===== src/rtl/tmr_chan_pkg.sv =====
package tmr_chan_pkg;
  localparam int unsigned ADDR_W    = 4;
  localparam logic [3:0]  OFS_CTRL  = 4'h0;
  localparam logic [3:0]  OFS_STAT  = 4'h4;
  localparam logic [3:0]  OFS_SRC   = 4'h8;
  localparam int unsigned PRESET_W  = 28;
  localparam int unsigned CNT_W     = 29;
  localparam int unsigned SRC_W     = 4;
  localparam int unsigned CTL_EN_B  = 31;
  localparam int unsigned CTL_PER_B = 30;
  localparam int unsigned ST_PEND_B = 30;
  localparam int unsigned ST_RUN_B  = 29;

  typedef struct packed {
    logic                en;
    logic                per;
    logic [PRESET_W-1:0] preset;
  } ctrl_t;
endpackage


===== src/rtl/tmr_tick_gen.sv =====
module tmr_tick_gen #(
  parameter int unsigned DIV = 250
) (
  input  logic clk,
  input  logic rst_n,
  input  logic restart,
  input  logic gate_on,
  output logic tick
);
  localparam int unsigned PW = (DIV > 1) ? $clog2(DIV) : 1;
  localparam logic [PW-1:0] LAST = PW'(DIV - 1);

  logic [PW-1:0] pre_q, pre_d;

  always_comb begin
    tick = gate_on && (pre_q == LAST);
    if (restart || (pre_q == LAST)) pre_d = '0;
    else                            pre_d = pre_q + 1'b1;
  end

  always_ff @(posedge clk or negedge rst_n) begin
    if (!rst_n) pre_q <= '0;
    else        pre_q <= pre_d;
  end

  generate
    if (DIV > 1) begin : g_gap

      tick_gap_chk: assert property (@(posedge clk) disable iff (!rst_n)
        tick |=> !tick);
    end
  endgenerate
endmodule


===== src/rtl/tmr_count_core.sv =====
module tmr_count_core
  import tmr_chan_pkg::*;
(
  input  logic  clk,
  input  logic  rst_n,
  input  logic  ctrl_wr,
  input  ctrl_t ctrl_wdata,
  input  logic  stat_clr,
  input  logic  tick,
  output ctrl_t ctrl_q,
  output logic  pend_q,
  output logic  expire_q
);
  ctrl_t            ctrl_d;
  logic [CNT_W-1:0] cnt_q, cnt_d;
  logic             pend_d, hit;

  always_comb begin
    ctrl_d = ctrl_q;
    cnt_d  = cnt_q;
    hit    = 1'b0;
    if (ctrl_wr) begin
      ctrl_d = ctrl_wdata;
      if (ctrl_wdata.en) cnt_d = CNT_W'(ctrl_wdata.preset);
    end else if (tick && ctrl_q.en) begin
      if (cnt_q == '0) begin
        hit = 1'b1;
        if (ctrl_q.per) cnt_d = CNT_W'(ctrl_q.preset);
        else            ctrl_d.en = 1'b0;
      end else begin
        cnt_d = cnt_q - 1'b1;
      end
    end
    if (hit)           pend_d = 1'b1;
    else if (stat_clr) pend_d = 1'b0;
    else               pend_d = pend_q;
  end

  always_ff @(posedge clk or negedge rst_n) begin
    if (!rst_n) begin
      ctrl_q   <= '0;
      cnt_q    <= '0;
      pend_q   <= 1'b0;
      expire_q <= 1'b0;
    end else begin
      ctrl_q   <= ctrl_d;
      cnt_q    <= cnt_d;
      pend_q   <= pend_d;
      expire_q <= hit;
    end
  end


  pend_hold_chk: assert property (@(posedge clk) disable iff (!rst_n)
    $fell(pend_q) |-> $past(stat_clr));

  clr_race_chk: assert property (@(posedge clk) disable iff (!rst_n)
    expire_q |-> pend_q);

  oneshot_stop_chk: assert property (@(posedge clk) disable iff (!rst_n)
    (expire_q && !ctrl_q.per) |-> !ctrl_q.en);

  arm_load_chk: assert property (@(posedge clk) disable iff (!rst_n)
    (ctrl_wr && ctrl_wdata.en) |=>
      (ctrl_q.en && cnt_q == CNT_W'($past(ctrl_wdata.preset))));
endmodule


===== src/rtl/tmr_reg_if.sv =====
module tmr_reg_if
  import tmr_chan_pkg::*;
(
  input  logic              clk,
  input  logic              rst_n,
  input  logic              bus_wr,
  input  logic [ADDR_W-1:0] bus_addr,
  input  logic [31:0]       bus_wdata,
  input  ctrl_t             ctrl_q,
  input  logic              pend_q,
  output logic              ctrl_wr,
  output ctrl_t             ctrl_wdata,
  output logic              stat_clr,
  output logic [SRC_W-1:0]  src_q,
  output logic [31:0]       bus_rdata
);
  logic [SRC_W-1:0] src_d;
  logic             src_wr;
  logic             unused_bits;

  assign unused_bits = ^bus_wdata[29:28];

  always_comb begin
    ctrl_wr           = bus_wr && (bus_addr == OFS_CTRL);
    src_wr            = bus_wr && (bus_addr == OFS_SRC);
    stat_clr          = bus_wr && (bus_addr == OFS_STAT) && bus_wdata[ST_PEND_B];
    ctrl_wdata.en     = bus_wdata[CTL_EN_B];
    ctrl_wdata.per    = bus_wdata[CTL_PER_B];
    ctrl_wdata.preset = bus_wdata[PRESET_W-1:0];
    src_d             = src_wr ? bus_wdata[SRC_W-1:0] : src_q;
  end

  always_ff @(posedge clk or negedge rst_n) begin
    if (!rst_n) src_q <= '0;
    else        src_q <= src_d;
  end

  always_comb begin
    bus_rdata = '0;
    case (bus_addr)
      OFS_CTRL: begin
        bus_rdata[CTL_EN_B]       = ctrl_q.en;
        bus_rdata[CTL_PER_B]      = ctrl_q.per;
        bus_rdata[PRESET_W-1:0]   = ctrl_q.preset;
      end
      OFS_STAT: begin
        bus_rdata[ST_PEND_B] = pend_q;
        bus_rdata[ST_RUN_B]  = ctrl_q.en;
      end
      OFS_SRC:  bus_rdata[SRC_W-1:0] = src_q;
      default:  bus_rdata = '0;
    endcase
  end


  src_hold_chk: assert property (@(posedge clk) disable iff (!rst_n)
    !src_wr |=> (src_q == $past(src_q)));
endmodule


===== src/rtl/tmr_channel.sv =====
module tmr_channel
  import tmr_chan_pkg::*;
#(
  parameter int unsigned CLK_PER_TICK = 250,
  parameter int unsigned CHAN_ID      = 0,
  parameter int unsigned IDX_W        = 4
) (
  input  logic              clk,
  input  logic              rst_n,
  input  logic              bus_wr,
  input  logic [ADDR_W-1:0] bus_addr,
  input  logic [31:0]       bus_wdata,
  output logic [31:0]       bus_rdata,
  output logic              irq,
  output logic              expire_pulse,
  output logic [IDX_W-1:0]  chan_idx
);
  logic             rst_s1, rst_sn;
  logic             ctrl_wr, stat_clr, tick;
  ctrl_t            ctrl_wdata, ctrl_q;
  logic             pend_q, expire_q;
  logic [SRC_W-1:0] src_q;

  always_ff @(posedge clk or negedge rst_n) begin
    if (!rst_n) begin
      rst_s1 <= 1'b0;
      rst_sn <= 1'b0;
    end else begin
      rst_s1 <= 1'b1;
      rst_sn <= rst_s1;
    end
  end

  tmr_reg_if u_regs (
    .clk        (clk),
    .rst_n      (rst_sn),
    .bus_wr     (bus_wr),
    .bus_addr   (bus_addr),
    .bus_wdata  (bus_wdata),
    .ctrl_q     (ctrl_q),
    .pend_q     (pend_q),
    .ctrl_wr    (ctrl_wr),
    .ctrl_wdata (ctrl_wdata),
    .stat_clr   (stat_clr),
    .src_q      (src_q),
    .bus_rdata  (bus_rdata)
  );

  tmr_tick_gen #(.DIV(CLK_PER_TICK)) u_tick (
    .clk     (clk),
    .rst_n   (rst_sn),
    .restart (ctrl_wr && ctrl_wdata.en),
    .gate_on (src_q == '0),
    .tick    (tick)
  );

  tmr_count_core u_core (
    .clk        (clk),
    .rst_n      (rst_sn),
    .ctrl_wr    (ctrl_wr),
    .ctrl_wdata (ctrl_wdata),
    .stat_clr   (stat_clr),
    .tick       (tick),
    .ctrl_q     (ctrl_q),
    .pend_q     (pend_q),
    .expire_q   (expire_q)
  );

  assign irq          = pend_q;
  assign expire_pulse = expire_q;
  assign chan_idx     = IDX_W'(CHAN_ID);


  src_gate_chk: assert property (@(posedge clk) disable iff (!rst_sn)
    (src_q != '0) |-> !tick);

  pulse_idle_chk: assert property (@(posedge clk) disable iff (!rst_sn)
    !$past(ctrl_q.en) |-> !expire_pulse);
endmodule


===== config.mk =====
export PLATFORM = sky130hd
export DESIGN_NAME = tmr_channel
export DESIGN_NICKNAME = d
export VERILOG_FILES = /design/src/rtl/tmr_chan_pkg.sv /design/src/rtl/tmr_tick_gen.sv /design/src/rtl/tmr_count_core.sv /design/src/rtl/tmr_reg_if.sv /design/src/rtl/tmr_channel.sv
export SDC_FILE = /design/constraint.sdc
export NUM_CORES = 1
export LEC_CHECK = 0
export CORE_MARGIN = 4
export CORE_UTILIZATION = 55
export CTS_BUF_LIST = sky130_fd_sc_hd__clkbuf_16
export DETAILED_ROUTE_END_ITERATION = 10
export DONT_BUFFER_PORTS = 1
export GPL_TIMING_DRIVEN = 0
export PLACE_DENSITY_LB_ADDON = 0.12
export SETUP_SLACK_MARGIN = 0.05
export SLEW_MARGIN = 20
export SYNTH_ARGS = -nofsm -noshare
export SYNTH_HDL_FRONTEND = slang
export SYNTH_SLANG_ARGS = --single-unit

===== constraint.sdc =====
create_clock -name clk -period 2.54 [get_ports clk]
set_input_delay 0.635 -clock clk [delete_from_list [all_inputs] [get_ports clk]]
set_output_delay 0.635 -clock clk [all_outputs]
set_load 0.02 [all_outputs]

=== After elaboration in Yosys (flattened, before gate mapping) ===
Index checks and enable logic that the tools add are counted.

* Flip-flop bits (word level): 75
* Output and inout port bits: 38
* Word-level logic and storage cells: 54

* $add $sub $neg: 2
* Eq/ne operators: 6
* Multiplexer cells: 20
* Reductions and logical operators: 16

{| class="wikitable"
|+ Operator list
! kind !! number
|-
| 29-bit two-way mux || 5
|-
| 29-bit logical NOT || 1
|-
| 29-bit by 1-bit subtractor with 29-bit output, second input constant || 1
|-
| 24-bit two-way mux || 1
|-
| 1-bit two-way mux || 11
|-
| 8-bit by 1-bit adder with 8-bit output, second input constant || 1
|-
| 8-bit equality test, second input constant || 1
|-
| 4-bit logical NOT || 2
|-
| 8-bit two-way mux || 1
|-
| 4-bit case mux with 2 select lines || 1
|-
| 1-bit logical AND || 7
|-
| 3-bit AND reduction || 2
|-
| 2-bit nonzero test || 3
|-
| 4-bit by 3-bit equality test with 1-bit output, second input constant || 1
|-
| 4-bit equality test, second input constant || 1
|-
| 2-bit inequality test, second input constant || 2
|-
| 3-bit by 2-bit inequality test with 1-bit output, second input constant || 1
|-
| 1-bit case mux with 2 select lines || 1
|-
| 1-bit logical OR || 1
|}

=== Depth between registers and ports, before layout ===
Gate-level depths: netlist (run 1).

* Depth after elaboration: 6
* Depth in mapped cells: 10

=== Cells and area by module ===
From an unflattened synthesis (run 1), not the netlist that was laid out.

* Cell total of the unflattened synthesis: 508
* Area total of the unflattened synthesis: 4493.1 µm²

{| class="wikitable"
|+ By module, submodules not included
! module !! instances !! cells each !! area each (µm²)
|-
| tmr_count_core || 1 || 367 || 3223.1
|-
| tmr_reg_if || 1 || 87 || 724.4
|-
| tmr_tick_gen || 1 || 44 || 439.2
|-
| tmr_channel || 1 || 10 || 106.4
|}

=== Worst setup path after synthesis (run 1) ===
Ideal clock, no wire load.

* Path kind: input-to-reg
* Start: in bus_addr[2]
* End: reg u_core.ctrl_q[0] (netlist name)
* Setup time: 0.065 ns
* Arrival: 2.622 ns
* Data required time: 2.475 ns
* Path slack: -0.147 ns
* Stages on the path: 9
* Path buffers: 5
* Cell sequence: or3_1 clkbuf_1 nor3b_1 buf_2 buf_1 clkbuf_1 buf_1 nand2_1 nand2_1

* Longest elaborated chain between the ends: 2

{| class="wikitable"
|+ Ends and longest elaborated chain
! what !! line !! source
|-
| start: declaration || tmr_channel.sv:11 || <nowiki>input logic [ADDR_W-1:0] bus_addr,</nowiki>
|-
| 4-bit logical NOT || tmr_reg_if.sv:24 || <nowiki>ctrl_wr = bus_wr && (bus_addr == OFS_CTRL);</nowiki>
|-
| 1-bit logical AND || tmr_reg_if.sv:24 ||
|}

No other way between the ends.
A chain may end at the register's enable or synchronous reset.

=== Worst setup path in the final report (run 1) ===
* Start: reg u_core.cnt_q[25]
* End: reg u_core.cnt_q[25]

* Longest elaborated chain between the ends: 4
* Elaborated cells on any way between the ends: 7
* Classes of those cells: 1 x add/sub; 1 x eq/ne; 3 x mux; 2 x reduce/logical

{| class="wikitable"
|+ Ends and longest elaborated chain
! what !! line !! source
|-
| start: declaration || tmr_count_core.sv:15 || <nowiki>logic [CNT_W-1:0] cnt_q, cnt_d;</nowiki>
|-
| start signal: assignment || tmr_count_core.sv:47 || <nowiki>cnt_q <= cnt_d;</nowiki>
|-
| 29-bit by 1-bit subtractor with 29-bit output or 29-bit logical NOT (tied branches) || tmr_count_core.sv:31, tmr_count_core.sv:26 ||
|-
| 29-bit two-way mux || tmr_count_core.sv:26 || <nowiki>if (cnt_q == '0) begin</nowiki>
|-
| 29-bit two-way mux || tmr_count_core.sv:25 || <nowiki>end else if (tick && ctrl_q.en) begin</nowiki>
|-
| 29-bit two-way mux || tmr_count_core.sv:22 || <nowiki>if (ctrl_wr) begin</nowiki>
|}

Several ways; a longest one is shown, not always the timed one. The select of a mux whose other input is x is not followed.

==> results.cfg, run 1 <==
[grt]
grt_use_total_pct = 30.1
grt_pass1_wl_mm = 21.0
grt_max_degree = 42
grt_overflow = 0
grt_pass1_vias = 4017
antenna_found_initial = 0

[timing]
final_hold_viol_count = 0
relSlewSlack_pct = 49.2
fin_crit_ns = 2.73
finClkSkew_ns = 0.00606
tightestPinTransition_ns = 0.756
holdWs_ns = 0.328
setup_violations = 28
worst_slack_ns = -0.191
max_freq_mhz = 366
maxSlewViolCount = 0
post-route-period-util_pct = 108
rsz0062_at_grt = true

[synthesis]
yosys.area.top_type = dfrtp_1
ys_seq_area_share_pct = 43.8
synth-async-reset-ratio_pct = 100
yosysUniqueCellTypes = 52
synth.avg_cell_area_sq_um = 8.25
syn_inst = 519
synth_area_leaders = dfrtp_1 (44%), nand2_1 (8.4%), nor2_1 (5.2%), o21ai_0 (4.0%), and2_1 (3.5%)
ys_ff_latch = 75
synth_top_area_share_pct = 43.8
synth_ff_type = dfrtp_1
synth_edf_count = 0
syn_area_sq_um = 4280
yosysWarnings = 0

[drt]
ant_nets = 0
drtIter0Drc = 478
num_vias = 4184
drc = 0
vias_per_cell = 6.43
wl_per_cell_um = 21.1
wirelength_mm = 13.7
dr.pass1.iters = 5

[floorplan]
die_w_um = 96.2
std_cell_rows = 31
start_util_pct = 57.8
core_sq_um = 7410
dieArea_sq_um = 9260
die_y_um = 96.2
ios = 77

[cts]
clk_pin_slew_ns = 0.06
root_buffer = clkbuf_16
clockBufferDepth = 2
clkSinkCount = 75
cts_tree = yes
cts_buffers = 9
htree_levels = 3
clock_latency_ns = 0.34

[layout]
drive_gt1_share_pct = 18.1
final_cell_area_sq_um = 5150
area_growth_pct = 20.3
antenna_cells = 0
finalNonFillerCells = 651
nets = 589

[setup_path]
cp-end-kind = flop
worst_setup_path_start_kind = flop
crit_fanout = 8
required_ns = 2.76
arrival_ns = 2.95
critical_path_class = reg2reg

[pwr]
p_leak_uw = 0.00232
power.share.clock_pct = 34.4
power_switching_uw = 1370
intPower_uw = 2850
pwr-share-seq_pct = 40.6
ir_drop_mv = 0.540
p_per_area_nw_per_um2 = 819
comb_power_share_pct = 25.1
switching_share_pct = 32.5

[place]
io_buffers = 0
placed_cell_area_sq_um = 4470
gp_congestion = 1.00
dp.cells = 623
dp_hpwl_mm = 8.93
place_ws_ns = -0.630

[hold_path]
min_path_type = reg2async

[flow_run]
max_cap_viol_count = 0

[status]
status = finished, violations left
violations = setup timing
## flip-flops by register name, indices dropped and copies added (netlist names)
name / cells
u_core.pend_q: 1
rst_s1: 1
u_core.expire_q: 1
u_core.cnt_q: 29
rst_sn: 1
u_regs.src_q: 4
u_tick.pre_q: 8
u_core.ctrl_q: 30
## logic make-up (layout without fill, tap and decap cells)
logic type / after synthesis / in the layout / share of synthesized area, %
adder cells (fa/ha/maj): 3 / 3 / 0.877
multiplexers: 8 / 8 / 1.99
AND/OR/NAND/NOR: 268 / 268 / 29.8
flip-flops: 75 / 75 / 43.8
other: 2 / 6 / 0.175
XOR/XNOR: 6 / 6 / 1.23
AO/OA/AOI/OAI: 112 / 112 / 17.2
buffers and inverters: 45 / 74 / 4.85
## Yosys cell counts, drive strengths merged (7+ instances only)
library cell,number
nand2,96
dfrtp,75
nor2,59
o21ai,38
nor3,25
and2,24
buf,22
a211oi,19
clkbuf,16
o31ai,16
nor4,14
a21oi,11
and3,10
nand3,10
inv,7
or3,7
## final timing paths
kind                                   from           endpoint  slack (ns)  depth (start not counted)
setup / recovery           u_core.cnt_q[25]   u_core.cnt_q[25]       -0.19                          9
hold / removal                       rst_sn  u_core.ctrl_q[12]        0.33                          0
setup reg to reg           u_core.cnt_q[25]   u_core.cnt_q[25]       -0.19                          9
hold reg to reg                      rst_sn  u_core.ctrl_q[12]        0.33                          0
max in group asynchronous            rst_sn   u_core.cnt_q[16]        1.62                          1
min in group clk                     rst_s1             rst_sn        0.35                          0
## cell usage in the layout (no fill, tap or decap), types with 11 or more instances in the layout
cell      instances
nand2_1          96
dfrtp_1          73
nor2_1           57
nor3_1           22
and2_1           21
o21ai_0          17
buf_4            16
a211oi_1         14
o31ai_1          14
o21ai_1          13
a21oi_1          11
## layer usage
| layer | up-vias | share of wire (%) | global-route usage, % |
|---|---|---|---|
| li1 | 1887 | - | - |
| met1 | 2005 | 41 | 41.2 |
| met2 | 258 | 46 | 46.9 |
| met3 | 34 | 10 | 5.86 |
| met4 | 0 | 2.4 | 12.2 |
| met5 | - | 0 | 0 |
## worst max-delay path, cell delays in order (launching register included)
cell	delay, ns
dfrtp_1	0.36
clkbuf_1	0.20
nor4_2	0.54
nand2_1	0.24
or3_4	0.45
buf_8	0.15
o22ai_4	0.21
buf_6	0.19
a31oi_1	0.05
a211o_1	0.23
## power groups by stage
stage               Combinational, uW  Sequential (uW)  Clock, uW
global placement                  854             1690          0
detailed placement                897             1700          0
finish                           1060             1710       1450
global route                     1170             1740       1510
floorplan                         727             1630          0
CTS                               993             1690       1450
## stage by stage
stage	total power, uW	util [%]	setup TNS, ns
2_1_floorplan	2350	-	-0.0403
3_3_place_gp	2550	60.0	-76.04
3_5_place_dp	2600	60.3	-36.37
4_1_cts	4130	67.7	-3.71
5_1_grt	4420	69.5	-5.65
6_report	4220	69.5	-3.40
## area by class of cell
| type | count | area, sq um |
|---|---|---|
| plain buffers | 35 | 240 |
| clock buffers | 9 | 225 |
| clock inverters | 7 | 108 |
| fillers | 582 | 2260 |
| inverters | 7 | 26.3 |
| multi-input cells | 403 | 2380 |
| flip-flops and latches | 75 | 1880 |
| well taps | 99 | 124 |
| repair buffers | 16 | 163 |
## repair_timing
item                                   4_1_cts  5_1_grt
setup buffers                               13        1
pin swaps                                    8        6
setup endpoints to repair                   73       57
resized for setup                           34       53
hold buffers                                 1        0
endpoints found under the hold margin        2        0
No activity file was read; power rests on OpenSTA's default activity.
==> inputs of run 2 (changes only) <==
--- a/config.mk
+++ b/config.mk
@@ -5,12 +5,12 @@
 export SDC_FILE = /design/constraint.sdc
 export NUM_CORES = 1
 export LEC_CHECK = 0
+export ABC_AREA = 1
 export CORE_MARGIN = 4
-export CORE_UTILIZATION = 55
+export CORE_UTILIZATION = 59
 export CTS_BUF_LIST = sky130_fd_sc_hd__clkbuf_16
 export DETAILED_ROUTE_END_ITERATION = 10
 export DONT_BUFFER_PORTS = 1
-export GPL_TIMING_DRIVEN = 0
 export PLACE_DENSITY_LB_ADDON = 0.12
 export SETUP_SLACK_MARGIN = 0.05
 export SLEW_MARGIN = 20
==> run 2 against run 1 <==
  * The flow now finishes without violations
  * Combinational power about the same
  * Final cell count increased by 24%
  * Clock power decreased by 8%
  * Synthesized cell count increased by 30%
  * Clock skew increased by 0.0014 ns
  * Critical path depth increased by 3
  * Die area decreased by 1.2%
  * Area after synthesis increased by 5.9%
  * Routed wire length decreased by 17%
  * Critical path type unchanged
  * Critical endpoint is now u_core.cnt_q[20]
==> results.cfg, run 2 <==
[place]
io_buffers = 0
dp_hpwl_mm = 8.29
dp.cells = 793
gp_congestion = 0.962
place_ws_ns = 0.252

[layout]
drive_gt1_share_pct = 9.99
final_cell_mix = nand2_1 (300), nor2_1 (83), dfrtp_1 (74), inv_1 (67), buf_4 (39)
nets = 748
biggestRegsByFlops = u_core.ctrl_q (30), u_core.cnt_q (29), u_tick.pre_q (8)
finalNonFillerCells = 810
antenna_cells = 0
layout_commonest_cell = nand2_1
area_growth_pct = 13.2
top_register = u_core.ctrl_q
largest_reg_flops = 30

[synthesis]
synth_top_area_share_pct = 41.4
ys_seq_area_share_pct = 41.4
yosysWarnings = 0
synth.avg_cell_area_sq_um = 6.72
syn_area_sq_um = 4530
syn_inst = 675
synth_ff_type = dfrtp_1
ys_top_cells_by_count = nand2_1 (300), nor2_1 (83), dfrtp_1 (75), inv_1 (65), o21ai_0 (28)
synth_area_leaders = dfrtp_1 (41%), nand2_1 (25%), nor2_1 (6.9%), inv_1 (5.4%), o21ai_0 (3.1%)
synth_most_common_cell = nand2_1
yosysUniqueCellTypes = 31
yosys.area.top_type = dfrtp_1
synth-async-reset-ratio_pct = 100
ys_ff_latch = 75
synth_edf_count = 0

[cts]
clkSinkCount = 75
clock_latency_ns = 0.33
cts_setup_buffers = 0
root_buffer = clkbuf_16
htree_levels = 3
clockBufferDepth = 2
cts_buffers = 9
cts_tree = yes
clk_pin_slew_ns = 0.06

[setup_path]
crit_fanout = 29
r2r-start = u_core.cnt_q[0]
critPathLaunch = u_core.cnt_q[0]
cp-end-kind = flop
critical_path_class = reg2reg
required_ns = 2.81
arrival_ns = 2.56
worst_setup_path_start_kind = flop

[drt]
vias_per_cell = 5.20
ant_nets = 0
num_vias = 4211
top_layer = met4
drc = 0
wl_met3_um = 812
wl_per_cell_um = 14.1
dr_wl_met2_mm = 5.23
dr.pass1.iters = 5
wl_met1_mm = 5.16
wirelength_mm = 11.4
drtIter0Drc = 309

[timing]
finClkSkew_ns = 0.00750
holdWs_ns = 0.346
finalSetupTns_ns = 0
tightestPinTransition_ns = 0.765
max_freq_mhz = 436
fin_crit_ns = 2.29
final_hold_viol_count = 0
setup_violations = 0
relSlewSlack_pct = 49.0
worst_slack_ns = 0.248
rsz0062_at_grt = false
maxSlewViolCount = 0
post-route-period-util_pct = 90.2

[status]
status = finished, final reports clean

[grt]
grt_use_total_pct = 27.1
grt_pass1_wl_mm = 19.0
grt_overflow = 0
grt_max_degree = 45
antenna_found_initial = 0
grt_pass1_vias = 4013

[floorplan]
ios = 77
die_w_um = 95.7
core_sq_um = 7370
die_y_um = 95.7
dieArea_sq_um = 9150
start_util_pct = 61.5
std_cell_rows = 31

[hold_path]
min_path_type = reg2async

[pwr]
p_per_area_nw_per_um2 = 816
p_leak_uw = 0.00287
p_total_uw = 4190
ir_drop_mv = 0.513

[flow_run]
max_cap_viol_count = 0
==> run 2: what timing repair did <==
| item | 4_1_cts | 5_1_grt |
|---|---|---|
| gates resized for setup | 0 | 2 |
| hold endpoints to repair | 2 | 0 |
| hold buffers | 1 | 0 |
| endpoints found under the setup margin | 0 | 28 |
==> run 2: cell families (layout without fill, tap and decap cells) <==
| kind of cell | count (synthesis) | after routing | share of synthesized area (%) |
|---|---|---|---|
| other | 2 | 6 | 0.166 |
| DFF | 75 | 75 | 41.4 |
| AOI/OAI and AO/OA | 46 | 46 | 5.24 |
| adders and majority gates | 3 | 3 | 0.828 |
| xor gates and xnor gates | 14 | 14 | 2.70 |
| buffers and inverters | 93 | 125 | 9.55 |
| and+or+nand+nor | 442 | 442 | 40.1 |
==> run 2: path summary, 6_finish.rpt <==
check	end	slack, ns	depth (start not counted)
min in group clk	rst_sn	0.35	0
setup / recovery	u_core.cnt_q[20]	0.25	12
setup reg to reg	u_core.cnt_q[20]	0.25	12
hold reg to reg	u_core.ctrl_q[4]	0.35	0
max in group asynchronous	u_core.cnt_q[13]	1.51	1
hold / removal	u_core.ctrl_q[4]	0.35	0
==> run 2: per-layer routing <==
metal | global-route usage (%) | vias up
met5 | 0 | -
met2 | 42.4 | 121
li1 | - | 2128
met1 | 37.9 | 1943
met4 | 9.95 | 0
met3 | 4.66 | 19
==> run 2: where the power goes <==
| part | internal, uW | switching [uW] |
|---|---|---|
| Combinational | 413 | 661 |
| Sequential | 1510 | 280 |
| Clock | 849 | 479 |
| Total | 2770 | 1420 |
==> run 2: through the flow <==
stage | util (%) | instance area [sq um]
final | 69.6 | 5130
after global routing | 69.6 | 5130
after CTS | 69.6 | 5130
after detailed placement | 65.3 | 4810
after global placement | 65.3 | 4810
after floorplan | - | 4550
==> run 2: final cells by class <==
type	instances	area (sq um)
multi-input cells	511	2240
fillers	643	2240
flip-flops and latches	75	1880
repair buffers	41	323
inverters	68	258
clock buffers	9	225
well taps	99	124
clock inverters	7	85.1
==> run 2: worst max-delay path, cell delays in order, from the launching register on <==
cell	delay (ns)
dfrtp_1	0.37
inv_1	0.11
ha_1	0.34
nand2_4	0.12
nor2_8	0.19
nand2_2	0.09
nor2_4	0.14
nand2_2	0.37
nand2_1	0.16
nand2_1	0.11
nand2_1	0.08
nand2_1	0.05
nand2_1	0.07
